**src/rtl/stbymode_pkg.sv**
```systemverilog
package stbymode_pkg;

   typedef enum logic [2:0] {
      PM_RUN   = 3'd0,
      PM_SLEEP = 3'd1,
      PM_STOP  = 3'd2,
      PM_TBT   = 3'd3,
      PM_WATCH = 3'd4,
      PM_BOOT  = 3'd5,
      PM_OSCW  = 3'd6
   } pm_state_e;

   localparam int REQ_W   = 3;
   localparam int REQ_SLP = 0;
   localparam int REQ_TMD = 1;
   localparam int REQ_STP = 2;

   function automatic logic cause_needs_wait(input logic [2:0] cause);
      return (cause == 3'd1) || (cause == 3'd2) || (cause == 3'd3) || (cause == 3'd4);
   endfunction

endpackage

```
**src/rtl/stby_wait_cnt.sv**
```systemverilog
module stby_wait_cnt #(
   parameter int W = 8
) (
   input  logic         clk,
   input  logic         rst_n,
   input  logic         start,
   input  logic [W-1:0] load,
   output logic         done
);
   logic [W-1:0] cnt_q;
   logic         busy_q;

   always_ff @(posedge clk or negedge rst_n) begin
      if (!rst_n) begin
         cnt_q  <= '0;
         busy_q <= 1'b0;
      end else if (start) begin
         cnt_q  <= load;
         busy_q <= 1'b1;
      end else if (busy_q) begin
         if (cnt_q == '0) busy_q <= 1'b0;
         else             cnt_q  <= cnt_q - 1'b1;
      end
   end

   assign done = busy_q && (cnt_q == '0);
endmodule

```
**src/rtl/stby_irq_gate.sv**
```systemverilog
module stby_irq_gate #(
   parameter int NP   = 4,
   parameter int NX   = 2,
   parameter bit SYNC = 1'b0
) (
   input  logic          clk,
   input  logic          rst_n,
   input  logic [NP-1:0] periph_irq,
   input  logic [NX-1:0] ext_irq,
   output logic          per_any,
   output logic          ext_any
);
   logic per_raw, ext_raw;
   assign per_raw = |periph_irq;
   assign ext_raw = |ext_irq;

   generate
      if (SYNC) begin : g_sync
         logic per_q, ext_q;
         always_ff @(posedge clk or negedge rst_n) begin
            if (!rst_n) begin
               per_q <= 1'b0;
               ext_q <= 1'b0;
            end else begin
               per_q <= per_raw;
               ext_q <= ext_raw;
            end
         end
         assign per_any = per_q;
         assign ext_any = ext_q;
      end else begin : g_direct
         assign per_any = per_raw;
         assign ext_any = ext_raw;
      end
   endgenerate
endmodule

```
**src/rtl/stby_fsm.sv**
```systemverilog
module stby_fsm
   import stbymode_pkg::*;
(
   input  logic             clk,
   input  logic             rst_n,
   input  logic [2:0]       rst_cause,
   input  logic [1:0]       clk_mode,
   input  logic             ram_exec,
   input  logic             wr,
   input  logic [REQ_W-1:0] wdata,
   input  logic             per_any,
   input  logic             ext_any,
   input  logic             done_a,
   input  logic             done_b,
   input  logic             done_f,
   output logic             start_a,
   output logic             start_b,
   output logic             start_f,
   output pm_state_e        state,
   output logic [REQ_W-1:0] bits
);
   pm_state_e        nxt;
   logic [REQ_W-1:0] nbits;
   logic             boot_q, nboot;
   logic             a_ok, b_ok, f_ok, pend_q;
   logic             na, nb, nf, npend;
   logic             a_fin, b_fin, f_fin, wake_any;

   assign wake_any = per_any | ext_any;
   assign a_fin    = a_ok | done_a;
   assign b_fin    = b_ok | done_b;
   assign f_fin    = f_ok | done_f;

   always_comb begin
      nxt = state; nbits = bits; nboot = boot_q;
      na = a_ok; nb = b_ok; nf = f_ok; npend = pend_q;
      start_a = 1'b0; start_b = 1'b0; start_f = 1'b0;
      unique case (state)
         PM_BOOT: begin
            if (boot_q) begin
               nboot = 1'b0;
               if (cause_needs_wait(rst_cause)) begin
                  start_a = 1'b1; start_b = 1'b1; na = 1'b0; nb = 1'b0;
               end else begin
                  nxt = PM_RUN;
               end
            end else if (a_fin && b_fin) begin
               nxt = PM_RUN; na = 1'b0; nb = 1'b0;
            end else begin
               na = a_fin; nb = b_fin;
            end
         end
         PM_RUN: begin
            if (wr) begin
               if (wdata[REQ_STP]) begin
                  if (!ext_any) begin nxt = PM_STOP; nbits = 3'b100; end
               end else if (wdata[REQ_TMD]) begin
                  if (!wake_any) begin
                     nxt   = clk_mode[1] ? PM_WATCH : PM_TBT;
                     nbits = 3'b010;
                  end
               end else if (wdata[REQ_SLP]) begin
                  if (!wake_any) begin nxt = PM_SLEEP; nbits = 3'b001; end
               end
            end
         end
         PM_SLEEP: begin
            if (pend_q) begin
               if (done_f) begin nxt = PM_RUN; npend = 1'b0; nbits = '0; end
            end else if (wake_any) begin
               if (ram_exec) begin nxt = PM_RUN; nbits = '0; end
               else begin start_f = 1'b1; npend = 1'b1; end
            end
         end
         PM_TBT, PM_WATCH: begin
            if (wake_any) begin
               if (ram_exec) begin nxt = PM_RUN; nbits = '0; end
               else begin nxt = PM_SLEEP; start_f = 1'b1; npend = 1'b1; end
            end
         end
         PM_STOP: begin
            if (ext_any) begin
               nxt = PM_OSCW; start_a = 1'b1; na = 1'b0;
               if (ram_exec) nf = 1'b1;
               else begin start_f = 1'b1; nf = 1'b0; end
            end
         end
         PM_OSCW: begin
            if (done_a) begin
               nf = 1'b0;
               if (f_fin) begin nxt = PM_RUN; nbits = '0; end
               else begin nxt = PM_SLEEP; npend = 1'b1; end
            end else begin
               nf = f_fin;
            end
         end
         default: begin nxt = PM_RUN; nbits = '0; npend = 1'b0; end
      endcase
   end

   always_ff @(posedge clk or negedge rst_n) begin
      if (!rst_n) begin
         state  <= PM_BOOT;
         bits   <= '0;
         boot_q <= 1'b1;
         a_ok   <= 1'b0;
         b_ok   <= 1'b0;
         f_ok   <= 1'b0;
         pend_q <= 1'b0;
      end else begin
         state  <= nxt;
         bits   <= nbits;
         boot_q <= nboot;
         a_ok   <= na;
         b_ok   <= nb;
         f_ok   <= nf;
         pend_q <= npend;
      end
   end
endmodule

```
**src/rtl/stbymode_ctrl.sv**
```systemverilog
module stbymode_ctrl
   import stbymode_pkg::*;
#(
   parameter int CNT_W    = 8,
   parameter int N_PIRQ   = 4,
   parameter int N_XIRQ   = 2,
   parameter bit IRQ_SYNC = 1'b0
) (
   input  logic              clk,
   input  logic              rst_n,
   input  logic [2:0]        rst_cause,
   input  logic [1:0]        clk_mode,
   input  logic              ram_exec,
   input  logic              stbc_wr,
   input  logic [2:0]        stbc_wdata,
   input  logic [N_PIRQ-1:0] periph_irq,
   input  logic [N_XIRQ-1:0] ext_irq,
   input  logic [CNT_W-1:0]  wait_main,
   input  logic [CNT_W-1:0]  wait_mcr,
   input  logic [CNT_W-1:0]  wait_sub,
   input  logic [CNT_W-1:0]  wait_scr,
   input  logic [CNT_W-1:0]  wait_flash,
   output logic              cpu_clk_en,
   output logic              periph_clk_en,
   output logic              osc_en,
   output logic [2:0]        stby_bits,
   output logic [2:0]        pm_state
);
   localparam int MAX_CNT_W = 24;

   generate
      if (CNT_W < 1 || CNT_W > MAX_CNT_W) begin : g_bad_cnt_w
         $error("stbymode_ctrl: CNT_W out of range");
      end
      if (N_PIRQ < 1 || N_XIRQ < 1) begin : g_bad_irq
         $error("stbymode_ctrl: interrupt widths must be at least 1");
      end
   endgenerate

   pm_state_e         st;
   logic              per_any, ext_any;
   logic              start_a, start_b, start_f;
   logic              done_a, done_b, done_f;
   logic [CNT_W-1:0]  osc_sel, load_a;

   stby_irq_gate #(.NP(N_PIRQ), .NX(N_XIRQ), .SYNC(IRQ_SYNC)) u_irq (
      .clk(clk), .rst_n(rst_n), .periph_irq(periph_irq), .ext_irq(ext_irq),
      .per_any(per_any), .ext_any(ext_any));

   always_comb begin
      unique case (clk_mode)
         2'd0:    osc_sel = wait_main;
         2'd1:    osc_sel = wait_mcr;
         2'd2:    osc_sel = wait_sub;
         default: osc_sel = wait_scr;
      endcase
   end
   assign load_a = (st == PM_BOOT) ? wait_mcr : osc_sel;

   stby_wait_cnt #(.W(CNT_W)) u_osc_cnt (
      .clk(clk), .rst_n(rst_n), .start(start_a), .load(load_a), .done(done_a));
   stby_wait_cnt #(.W(CNT_W)) u_aux_cnt (
      .clk(clk), .rst_n(rst_n), .start(start_b), .load(wait_scr), .done(done_b));
   stby_wait_cnt #(.W(CNT_W)) u_fl_cnt (
      .clk(clk), .rst_n(rst_n), .start(start_f), .load(wait_flash), .done(done_f));

   stby_fsm u_fsm (
      .clk(clk), .rst_n(rst_n), .rst_cause(rst_cause), .clk_mode(clk_mode),
      .ram_exec(ram_exec), .wr(stbc_wr), .wdata(stbc_wdata),
      .per_any(per_any), .ext_any(ext_any),
      .done_a(done_a), .done_b(done_b), .done_f(done_f),
      .start_a(start_a), .start_b(start_b), .start_f(start_f),
      .state(st), .bits(stby_bits));

   assign pm_state      = st;
   assign cpu_clk_en    = (st == PM_RUN);
   assign periph_clk_en = (st == PM_RUN) || (st == PM_SLEEP);
   assign osc_en        = (st != PM_STOP);
endmodule

```
**config.mk**
```make
export PLATFORM = sky130hd
export DESIGN_NAME = stbymode_ctrl
export DESIGN_NICKNAME = d
export VERILOG_FILES = /design/src/rtl/stbymode_pkg.sv /design/src/rtl/stby_wait_cnt.sv /design/src/rtl/stby_irq_gate.sv /design/src/rtl/stby_fsm.sv /design/src/rtl/stbymode_ctrl.sv
export SDC_FILE = /design/constraint.sdc
export NUM_CORES = 1
export LEC_CHECK = 0
export BUFFER_PORTS_ARGS = -buffer_cell sky130_fd_sc_hd__buf_2
export CAP_MARGIN = 20
export CORE_MARGIN = 2
export CORE_UTILIZATION = 54
export CTS_CLUSTER_DIAMETER = 40
export DETAILED_ROUTE_END_ITERATION = 10
export PLACE_DENSITY = 0.88
export SYNTH_ARGS = -nofsm -noshare
export SYNTH_HDL_FRONTEND = slang
export SYNTH_SLANG_ARGS = --single-unit
```
**constraint.sdc**
```tcl
create_clock -name clk -period 3 [get_ports clk]
set_clock_uncertainty 0.15 [all_clocks]
set_input_delay 0.15 -clock clk [delete_from_list [all_inputs] [get_ports clk]]
set_output_delay 0.15 -clock clk [all_outputs]
set_load 0.01 [all_outputs]
```
== Word-level counts from Yosys, hierarchy flattened ==
Cells that the tools add are included.

* Bits in registers: 38
* Output and inout port bits: 9

* Reductions and logical operators: 32
* Bitwise logic cells: 6
* Add/sub/neg operators: 3
* Mux-type cells: 80
* Equality and inequality tests: 33

{| class="wikitable"
|+ Operator list
! kind !! number
|-
| $mux W3 || 28
|-
| $mux W8 || 10
|-
| $mux W1 || 34
|-
| $logic_not A8 Y1 || 3
|-
| $pmux W8 S3 || 1
|-
| $sub A8 B1 Y8 const B || 3
|-
| $pmux W3 S6 || 1
|-
| $pmux W3 S5 || 1
|-
| $ne A2 B2 Y1 const B || 7
|-
| $eq A3 B2 Y1 const B || 4
|-
| $eq A3 B3 Y1 const B || 4
|-
| $ne A3 B3 Y1 const B || 4
|-
| $reduce_and A12 Y1 || 1
|-
| $reduce_and A2 Y1 || 5
|-
| $reduce_bool A2 Y1 || 5
|-
| $ne A3 B2 Y1 const B || 3
|-
| $ne A2 B1 Y1 const B || 4
|-
| $reduce_and A8 Y1 || 1
|-
| $eq A3 B1 Y1 const B || 2
|-
| $ne A3 B1 Y1 const B || 2
|-
| $pmux W1 S2 || 3
|-
| $reduce_or A2 Y1 || 3
|-
| $reduce_and A5 Y1 || 1
|-
| $logic_and A1 B1 Y1 || 4
|-
| other kinds (13) || 20
|}

== Longest topological paths before layout ==
Gate-level depths: netlist of run 1.

* Depth in word-level cells: 9
* Mapped depth: 8
* Gate-level depth less buffers: 7

== Cells and area by module ==
Synthesis of run 1 repeated with hierarchy kept, for this count alone.

* Cell total of the unflattened synthesis: 334
* Area, all modules: 3027.9 µm²

{| class="wikitable"
|+ Modules (own cells, without submodules)
! module !! cells each !! area each (µm²) !! instances
|-
| stby_fsm || 112 || 899.6 || 1
|-
| stby_wait_cnt at u_fl_cnt || 72 || 651.9 || 1
|-
| stby_wait_cnt at u_osc_cnt || 66 || 594.3 || 1
|-
| stby_wait_cnt at u_aux_cnt || 59 || 559.3 || 1
|-
| stbymode_ctrl || 23 || 309.0 || 1
|-
| stby_irq_gate || 2 || 13.8 || 1
|}

== Worst setup path after synthesis of run 1 ==
OpenSTA, ideal clock, no wires.

* Path kind: reg2reg
* Start point: reg u_fl_cnt.cnt_q[0]
* End point: reg u_fsm.pend_q
* Cell stages (with the launch flop): 8
* Library setup time: 125 ps
* Setup slack: 847 ps
* Arrival: 1878 ps
* Cell sequence: dfrtp_1 -> inv_1 -> ha_1 -> nor3b_1 -> a31oi_1 -> o22ai_1 -> a2111oi_2 -> mux2_2

* Longest elaborated chain between the ends: 5
* Elaborated cells between the ends (all ways): 8

{| class="wikitable"
|+ RTL lines
! item !! line !! text
|-
| start: declaration || stby_wait_cnt.sv:10 || <nowiki>logic [W-1:0] cnt_q;</nowiki>
|-
| start signal: assignment || stby_wait_cnt.sv:18 || <nowiki>cnt_q <= load;</nowiki>
|-
| start signal: assignment || stby_wait_cnt.sv:22 || <nowiki>else cnt_q <= cnt_q - 1'b1;</nowiki>
|-
| $logic_not A8 Y1 * || stby_wait_cnt.sv:26 || <nowiki>assign done = busy_q && (cnt_q == '0);</nowiki>
|-
| $logic_and A1 B1 Y1 * || stby_wait_cnt.sv:26 ||
|-
| $mux W1 or $or A1 B1 Y1 (tied branches) || stby_fsm.sv:69, stby_fsm.sv:32 ||
|-
| $mux W1 or $ne A2 B2 Y1 (tied branches) || -- ||
|-
| $pmux W1 S4 or $reduce_and A5 Y1 (tied branches) || -- ||
|-
| end signal: assignment || stby_fsm.sv:117 || <nowiki>pend_q <= npend;</nowiki>
|-
| end: declaration || stby_fsm.sv:25 || <nowiki>logic a_ok, b_ok, f_ok, pend_q;</nowiki>
|}

Every way passes the cells marked *; elsewhere a longest branch is shown, timed or not.
A chain may end at the register's enable or synchronous reset.

== Worst setup path in the final report of run 1 ==
* Start point: reg u_fsm.state[1]
* End point: reg u_osc_cnt.cnt_q[0]

* Longest elaborated chain between the ends: 4
* Elaborated cells between the ends (all ways): 8

{| class="wikitable"
|+ RTL lines
! item !! line !! text
|-
| start: declaration || stby_fsm.sv:19 || <nowiki>output pm_state_e state,</nowiki>
|-
| start signal: assignment || stby_fsm.sv:111 || <nowiki>state <= nxt;</nowiki>
|-
| $eq A3 B2 Y1 or $eq A3 B3 Y1 (tied branches) || stby_fsm.sv:38, stbymode_ctrl.sv:58 ||
|-
| $pmux W1 S2 || stby_fsm.sv:38 || <nowiki>unique case (state)</nowiki>
|-
| $ne A2 B2 Y1 (no line) or $reduce_bool A2 Y1 (tied branches) || -- ||
|-
| $reduce_and A2 Y1 (no line) || -- ||
|-
| end signal: assignment || stby_wait_cnt.sv:18 ||
|-
| end signal: assignment || stby_wait_cnt.sv:22 ||
|-
| end: declaration || stby_wait_cnt.sv:10 ||
|}

Parallel ways exist; a longest one is shown, timed or not.

==> out/metrics.cfg, run 1 <==
[synthesis]
synth_edf_count = 0
postSynthAreaPerCell_sq_um = 9.45
yosysTopAreaCell = dfrtp_1
synth_top_area_frac = 0.326
yosysUniqueCellTypes = 60
ys.flop_type = dfrtp_1
netlist_area_sq_um = 2680
seq_area_frac_synth = 0.356
ys_warn_count = 0
ys_ff_latch = 38
syn_nets = 347
synth-async-reset-ratio = 1.00
syn_inst = 284
synth_area_leaders = dfrtp_1 (33%), mux2_2 (6.7%), a21oi_1 (3.4%)

[flow_run]
cap_violations = 0

[critical_path]
worst-setup-path-type = reg -> reg
worstPathRequired_ns = 3.00
cp-start-kind = flip-flop
r2r_cells = 5
end_kind = flip-flop
path_cells = nor3b_1 > o21ai_2 > and2_1 > a221oi_1 > a21oi_1
r2r-start = u_fsm.state[1]
worstPathArrival_ns = 2.47
cp_slowest_cell = dfrtp_1
cp-startpoint = u_fsm.state[1]
r2r-end = u_osc_cnt.cnt_q[0]
rrSetupSlack_ns = 0.53
cpPeakStageDelay_ns = 0.68
worst-path-max-fanout = 19

[pwr]
combPwrFrac = 0.478
seqPwrFrac = 0.382
swShare = 0.412
peakVddDrop_uv = 478
internal_power_mw = 1.44
p_clk_frac = 0.140
cellPowerDensity_nw_per_um2 = 749
switching_power_mw = 1.01
leakagePower_nw = 1.39

[final_layout]
diodes = 0
final_common_cell = buf_2
multi_input_area_sq_um = 1620
drive_gt1_frac = 0.303
nFillCells = 381
register_area_sq_um = 955
nNetsFinal = 425
final_cell_mix = buf_2 (66), dfrtp_1 (35), nand2_1 (23)
areaGrowthSynthToFinish_pct = 22.2

[clock_network]
cts_htree_levels = 2
cts_inserted_buffers = 5
cts_setup_buffers = 0
root_buffer = clkbuf_8
cts_tree = built
clockBufferDepth = 2
insertion_delay_ns = 0.29
path_clk_slew_ns = 0.07
clkSinkCount = 38
ctsResizeCount = 0
holdBufCountCts = 15

[min_path]
whs_endpoint = u_aux_cnt.cnt_q[5]
hp-class = in -> reg
worstHoldStart = wait_scr[5]
min_path_cells = 3

[die]
dieArea_sq_um = 5550
core_sq_um = 4750
num_rows = 25
start_util = 0.564
dieHeight_microns = 74.5
fp.dieW_microns = 74.5
top_level_ports = 67

[sta]
setup_violations = 0
min_period_over_period = 0.824
hold_violations = 0
rsz0062_at_grt = no
slew-limit-headroom = 0.434
max_freq_ghz = 0.405
finalCriticalPeriod_ns = 2.47
holdWs_ns = 0.00797
tightest_slew_ns = 0.849
fin_tns_setup_ns = 0
slew_viol_final = 0

[route]
drt_pass1_iterations = 5
ant_nets = 0
wl_per_cell_microns = 15.9
totalWireLength_microns = 6820
drc_errors = 0
num_vias = 2539
drtIter0Drc = 251
viasPerCell = 5.90

[global_routing]
antenna_found_initial = 0
grt_pass1_wl_microns = 10800
grt_use_total = 0.253
grt_max_degree = 39
first_global_vias = 2507
grt_remaining_overflow = 0

[placement]
io_buffers = 66
post-dp-hpwl_microns = 5050
place_congestion = 0.903

[outcome]
outcome = complete, no violations

==> per-layer routing <==
metal / global-route usage / vias to the layer above / routed length [microns]
li1: - / 1213 / -
met4: 0.0774 / 0 / 85
met3: 0.0461 / 7 / 362
met1: 0.301 / 1194 / 2890
met5: 0 / - / 0
met2: 0.462 / 125 / 3480
==> registers in the layout (all words and copies together) (netlist names) <==
signal	flops
u_fsm.bits	3
u_fsm.f_ok	1
u_fsm.boot_q	1
u_osc_cnt.busy_q	1
u_fsm.b_ok	1
u_aux_cnt.cnt_q	8
u_fsm.pend_q	1
u_fsm.a_ok	1
u_osc_cnt.cnt_q	8
u_fsm.state	3
u_aux_cnt.busy_q	1
u_fl_cnt.cnt_q	8
u_fl_cnt.busy_q	1
==> Yosys cell counts, types with 2 or more instances <==
master / number
nor3b_1: 3
o22ai_1: 2
dfstp_2: 3
mux2i_1: 8
mux2_2: 16
nand4_1: 2
or3b_2: 2
a32o_1: 5
a21oi_1: 18
a21boi_0: 2
o2111ai_1: 2
a221oi_1: 8
ha_1: 5
a31oi_1: 3
o21ai_2: 2
and2_1: 2
or4_1: 5
o21ai_0: 11
xnor2_1: 10
xor2_1: 10
nor3_1: 8
clkbuf_1: 5
inv_1: 14
and3b_1: 2
o22a_1: 2
nor2_1: 21
nand2b_1: 5
nand3_1: 8
buf_2: 4
nand2_1: 23
a211oi_1: 5
nand3b_1: 2
dfrtp_1: 35
nor4_1: 2
nor4_2: 4
==> worst max-delay path: cells and delay by family, from the launching register on <==
family           cells  cell delay (ns)
AO/OA/AOI/OAI        3             0.69
flip-flops           1             0.68
AND/OR/NAND/NOR      2             0.81
==> layout make-up <==
type                            count  area share
Multi-Input combinational cell    221       0.494
Inverter                           14      0.0160
Tap cell                           67      0.0256
Sequential cell                    38       0.291
Clock buffer                        8      0.0244
Timing Repair Buffer               82       0.149
==> worst max-delay path by stage <==
stage          cells after the start            endpoint
2_1_floorplan                      7        u_fsm.pend_q
3_5_place_dp                       5  u_osc_cnt.cnt_q[0]
4_1_cts                            5  u_osc_cnt.cnt_q[0]
6_report                           5  u_osc_cnt.cnt_q[0]
3_3_place_gp                       5  u_osc_cnt.cnt_q[0]
5_1_grt                            5  u_osc_cnt.cnt_q[0]
==> cells by family (layout without fill, tap and decap cells) <==
| group | count (synthesis) | count (layout) | share of synthesized area |
|---|---|---|---|
| AOI/OAI and AO/OA | 73 | 73 | 0.203 |
| and+or+nand+nor | 98 | 98 | 0.206 |
| DFF | 38 | 38 | 0.356 |
| adders and majority gates | 5 | 5 | 0.0233 |
| xor gates and xnor gates | 20 | 20 | 0.0653 |
| muxes | 25 | 25 | 0.105 |
| buffers and inverters | 25 | 104 | 0.0410 |
==> power by group through the flow <==
stage / Combinational (mW) / Clock [mW] / Sequential, mW
global placement: 1.10 / 0 / 0.929
global route: 1.29 / 0.373 / 0.969
CTS: 1.17 / 0.356 / 0.932
floorplan: 0.939 / 0 / 0.857
finish: 1.17 / 0.342 / 0.938
detailed placement: 1.15 / 0 / 0.940
==> stage by stage <==
stage / instances / worst slack (ns) / util / power [mW] / instance area (sq um)
finish: 430 / 0.529 / 0.689 / 2.45 / 3280
global route: 430 / 0.388 / 0.689 / 2.63 / 3280
CTS: 430 / 0.570 / 0.689 / 2.46 / 3280
detailed placement: 407 / 0.591 / 0.641 / 2.09 / 3050
global placement: 407 / 0.597 / 0.641 / 2.03 / 3050
floorplan: 284 / 0.847 / - / 1.80 / 2680
Power figures use the tool's default switching activity.
==> run 2, diff against run 1 <==
--- a/config.mk
+++ b/config.mk
@@ -5,13 +5,14 @@
 export SDC_FILE = /design/constraint.sdc
 export NUM_CORES = 1
 export LEC_CHECK = 0
+export ABC_AREA = 1
 export BUFFER_PORTS_ARGS = -buffer_cell sky130_fd_sc_hd__buf_2
 export CAP_MARGIN = 20
 export CORE_MARGIN = 2
-export CORE_UTILIZATION = 54
+export CORE_UTILIZATION = 49
 export CTS_CLUSTER_DIAMETER = 40
 export DETAILED_ROUTE_END_ITERATION = 10
-export PLACE_DENSITY = 0.88
+export PLACE_DENSITY = 0.84
 export SYNTH_ARGS = -nofsm -noshare
 export SYNTH_HDL_FRONTEND = slang
 export SYNTH_SLANG_ARGS = --single-unit
==> constraint.sdc (replaced) <==
create_clock -name clk -period 2.2 [get_ports clk]
set_clock_uncertainty 0.15 [all_clocks]
set_input_delay 0.11 -clock clk [delete_from_list [all_inputs] [get_ports clk]]
set_output_delay 0.11 -clock clk [all_outputs]
set_load 0.01 [all_outputs]
==> out/metrics.cfg, run 2 <==
[placement]
io_buffers = 66  ; unchanged
pre_cts_slack_ns = 0.235  ; -0.356 ns
post-dp-hpwl_microns = 5470  ; +8.3%
place_congestion = 0.912  ; +0.96%

[synthesis]
synth-async-reset-ratio = 1.00  ; unchanged
ys.flop_type = dfrtp_1
postSynthAreaPerCell_sq_um = 6.75  ; -28%
syn_nets = 485  ; +40%
netlist_area_sq_um = 2850  ; +6.3%
yosysTopAreaCell = dfrtp_1
ys_ff_latch = 38  ; unchanged
synth_edf_count = 0  ; unchanged
synth_area_leaders = dfrtp_1 (31%), nand2_1 (19%), nand3_1 (9.0%)
seq_area_frac_synth = 0.335  ; -0.0209
yosysMostFrequentCell = nand2_1
syn_inst = 422  ; +49%
synth_commonest_cells = nand2_1 (142), nand3_1 (51), inv_1 (43), dfrtp_1 (35), nor2_1 (32)
yosysUniqueCellTypes = 36  ; -40%
synth_top_area_frac = 0.307  ; -0.0192
ys_warn_count = 0  ; unchanged

[clock_network]
path_clk_slew_ns = 0.07  ; about the same
root_buffer = clkbuf_8
clkSinkCount = 38  ; unchanged
cts_tree = built
cts_setup_buffers = 0  ; unchanged
clockBufferDepth = 2  ; unchanged
cts_htree_levels = 2  ; unchanged
cts_inserted_buffers = 5  ; unchanged
insertion_delay_ns = 0.29  ; about the same

[sta]
setup_violations = 0  ; unchanged
hold_violations = 0  ; unchanged
slew_viol_final = 0  ; unchanged
tightest_slew_ns = 0.831  ; -0.0181 ns
min_period_over_period = 0.904  ; +0.0803
rsz0062_at_grt = no
worst_slack_ns = 0.211  ; -0.318 ns
slew-limit-headroom = 0.446  ; +0.0121
finalCriticalPeriod_ns = 1.99  ; -0.482 ns
max_freq_ghz = 0.503  ; +24%
fin_tns_setup_ns = 0  ; unchanged

[final_layout]
multi_input_area_sq_um = 1680  ; +4.0%
areaGrowthSynthToFinish_pct = 23.6
final_cell_mix = nand2_1 (142), buf_2 (66), nand3_1 (51)
nNetsFinal = 574  ; +35%
reg_top3 = u_aux_cnt.cnt_q x8, u_fl_cnt.cnt_q x8, u_osc_cnt.cnt_q x8
nFillCells = 497  ; +30%
register_area_sq_um = 955  ; unchanged
final_common_cell = nand2_1
drive_gt1_frac = 0.213  ; -0.0901
diodes = 0  ; unchanged
final_core_util = 0.632  ; -0.0571

[die]
num_rows = 27  ; +8.0%
dieHeight_microns = 80.3  ; +7.8%
core_sq_um = 5570  ; +17%
dieArea_sq_um = 6440  ; +16%
start_util = 0.511  ; -0.0529
top_level_ports = 67  ; unchanged
fp.dieW_microns = 80.3  ; +7.8%

[route]
drt_pass1_iterations = 4  ; -1
totalWireLength_microns = 7090  ; +3.9%
viasPerCell = 5.23  ; -11%
ant_nets = 0  ; unchanged
drc_errors = 0  ; unchanged
drtIter0Drc = 172  ; -31%
num_vias = 3052  ; +20%
wl_per_cell_microns = 12.1  ; -24%

[pwr]
peakVddDrop_uv = 478  ; +0.11%
p_total_mw = 3.76  ; +53%
leakagePower_nw = 1.79  ; +28%
cellPowerDensity_nw_per_um2 = 1070  ; +43%

[flow_run]
cap_violations = 0  ; unchanged

[global_routing]
grt_remaining_overflow = 0  ; unchanged
first_global_vias = 2825  ; +13%
grt_use_total = 0.232  ; -0.0209
antenna_found_initial = 0  ; unchanged
grt_max_degree = 39  ; unchanged
grt_pass1_wl_microns = 11800  ; +10%

[critical_path]
worstPathArrival_ns = 2.02  ; -0.45 ns
worst-setup-path-type = reg -> reg
end_kind = flip-flop
cp-start-kind = flip-flop
worstPathRequired_ns = 2.23  ; -0.77 ns
worst-path-max-fanout = 5  ; -14

[min_path]
hp-class = in -> reg

[outcome]
outcome = complete, no violations

## run 2: cell types whose count changed after synthesis, sizes merged, moves of 11 or more
cell	previous run	this run
a21oi	19	8
nor2	21	41
nand2	23	148
inv	14	51
mux2	16	0
nand3	8	54
## run 2: final timing paths
| check | startpoint | end | slack [ns] | depth (start not counted) |
|---|---|---|---|---|
| setup / recovery | u_osc_cnt.cnt_q[1] | u_fsm.state[1] | 0.21 | 10 |
| hold / removal | wait_mcr[7] | u_osc_cnt.cnt_q[7] | 0.03 | 5 |
| setup reg to reg | u_osc_cnt.cnt_q[1] | u_fsm.state[1] | 0.21 | 10 |
| hold reg to reg | u_fl_cnt.cnt_q[1] | u_fl_cnt.cnt_q[1] | 0.35 | 2 |
| max in group asynchronous | rst_n | u_fsm.bits[2] | 1.07 | 2 |
| min in group asynchronous | rst_n | u_fl_cnt.cnt_q[3] | 0.30 | 2 |
## run 2: final cells by class
| cell class | count | area share |
|---|---|---|
| Clock buffer | 6 | 0.0206 |
| Clock inverter | 2 | 0.00391 |
| Inverter | 51 | 0.0550 |
| Multi-Input combinational cell | 330 | 0.478 |
| Sequential cell | 38 | 0.271 |
| Tap cell | 72 | 0.0256 |
| Timing Repair Buffer | 85 | 0.146 |
## run 2: power by group
| group | switching (mW) | leakage, nW | internal [mW] |
|---|---|---|---|
| clock network | 0.245 | 0.0452 | 0.223 |
| logic | 1.30 | 1.30 | 0.811 |
| registers | 0.220 | 0.439 | 0.963 |
| total | 1.77 | 1.79 | 2.00 |
## run 2: logic make-up after synthesis
group / after synthesis / share of synthesized area
xor gates and xnor gates: 14 / 0.0430
and+or+nand+nor: 262 / 0.419
AOI/OAI and AO/OA: 49 / 0.105
DFF: 38 / 0.335
adders and majority gates: 5 / 0.0219
buffers and inverters: 54 / 0.0755
## run 2: worst max-delay path: stages, from the launching register on
cell     delay, ns
dfrtp_1       0.39
inv_1         0.10
ha_1          0.14
nor3b_1       0.24
nand3_1       0.22
nand2_1       0.16
nand2_1       0.08
nor2_2        0.17
nand3_2       0.12
nand2_1       0.08
nand2_1       0.05
## run 2: layer usage
metal / global-route usage / wire, microns / part of all wire / up-vias
met5: 0 / 0 / 0 / -
met4: 0.0932 / 188 / 0.027 / 0
met3: 0.0404 / 426 / 0.060 / 17
met2: 0.402 / 3380 / 0.48 / 108
met1: 0.285 / 3090 / 0.44 / 1375
li1: - / - / - / 1552
## run 2: metrics by stage
stage	cell area, sq um	hold WS [ns]	instances
6_report	3520	0.0290	584
4_1_cts	3520	0.0181	584
5_1_grt	3520	0.0307	584
2_1_floorplan	2850	-0.336	422
3_5_place_dp	3260	0.114	559
3_3_place_gp	3260	0.108	559
## run 2: timing repair
item	4_1_cts	5_1_grt
endpoints found under the hold margin	51	0
gates resized for setup	0	1
setup endpoints to repair	0	1
hold buffers	17	0
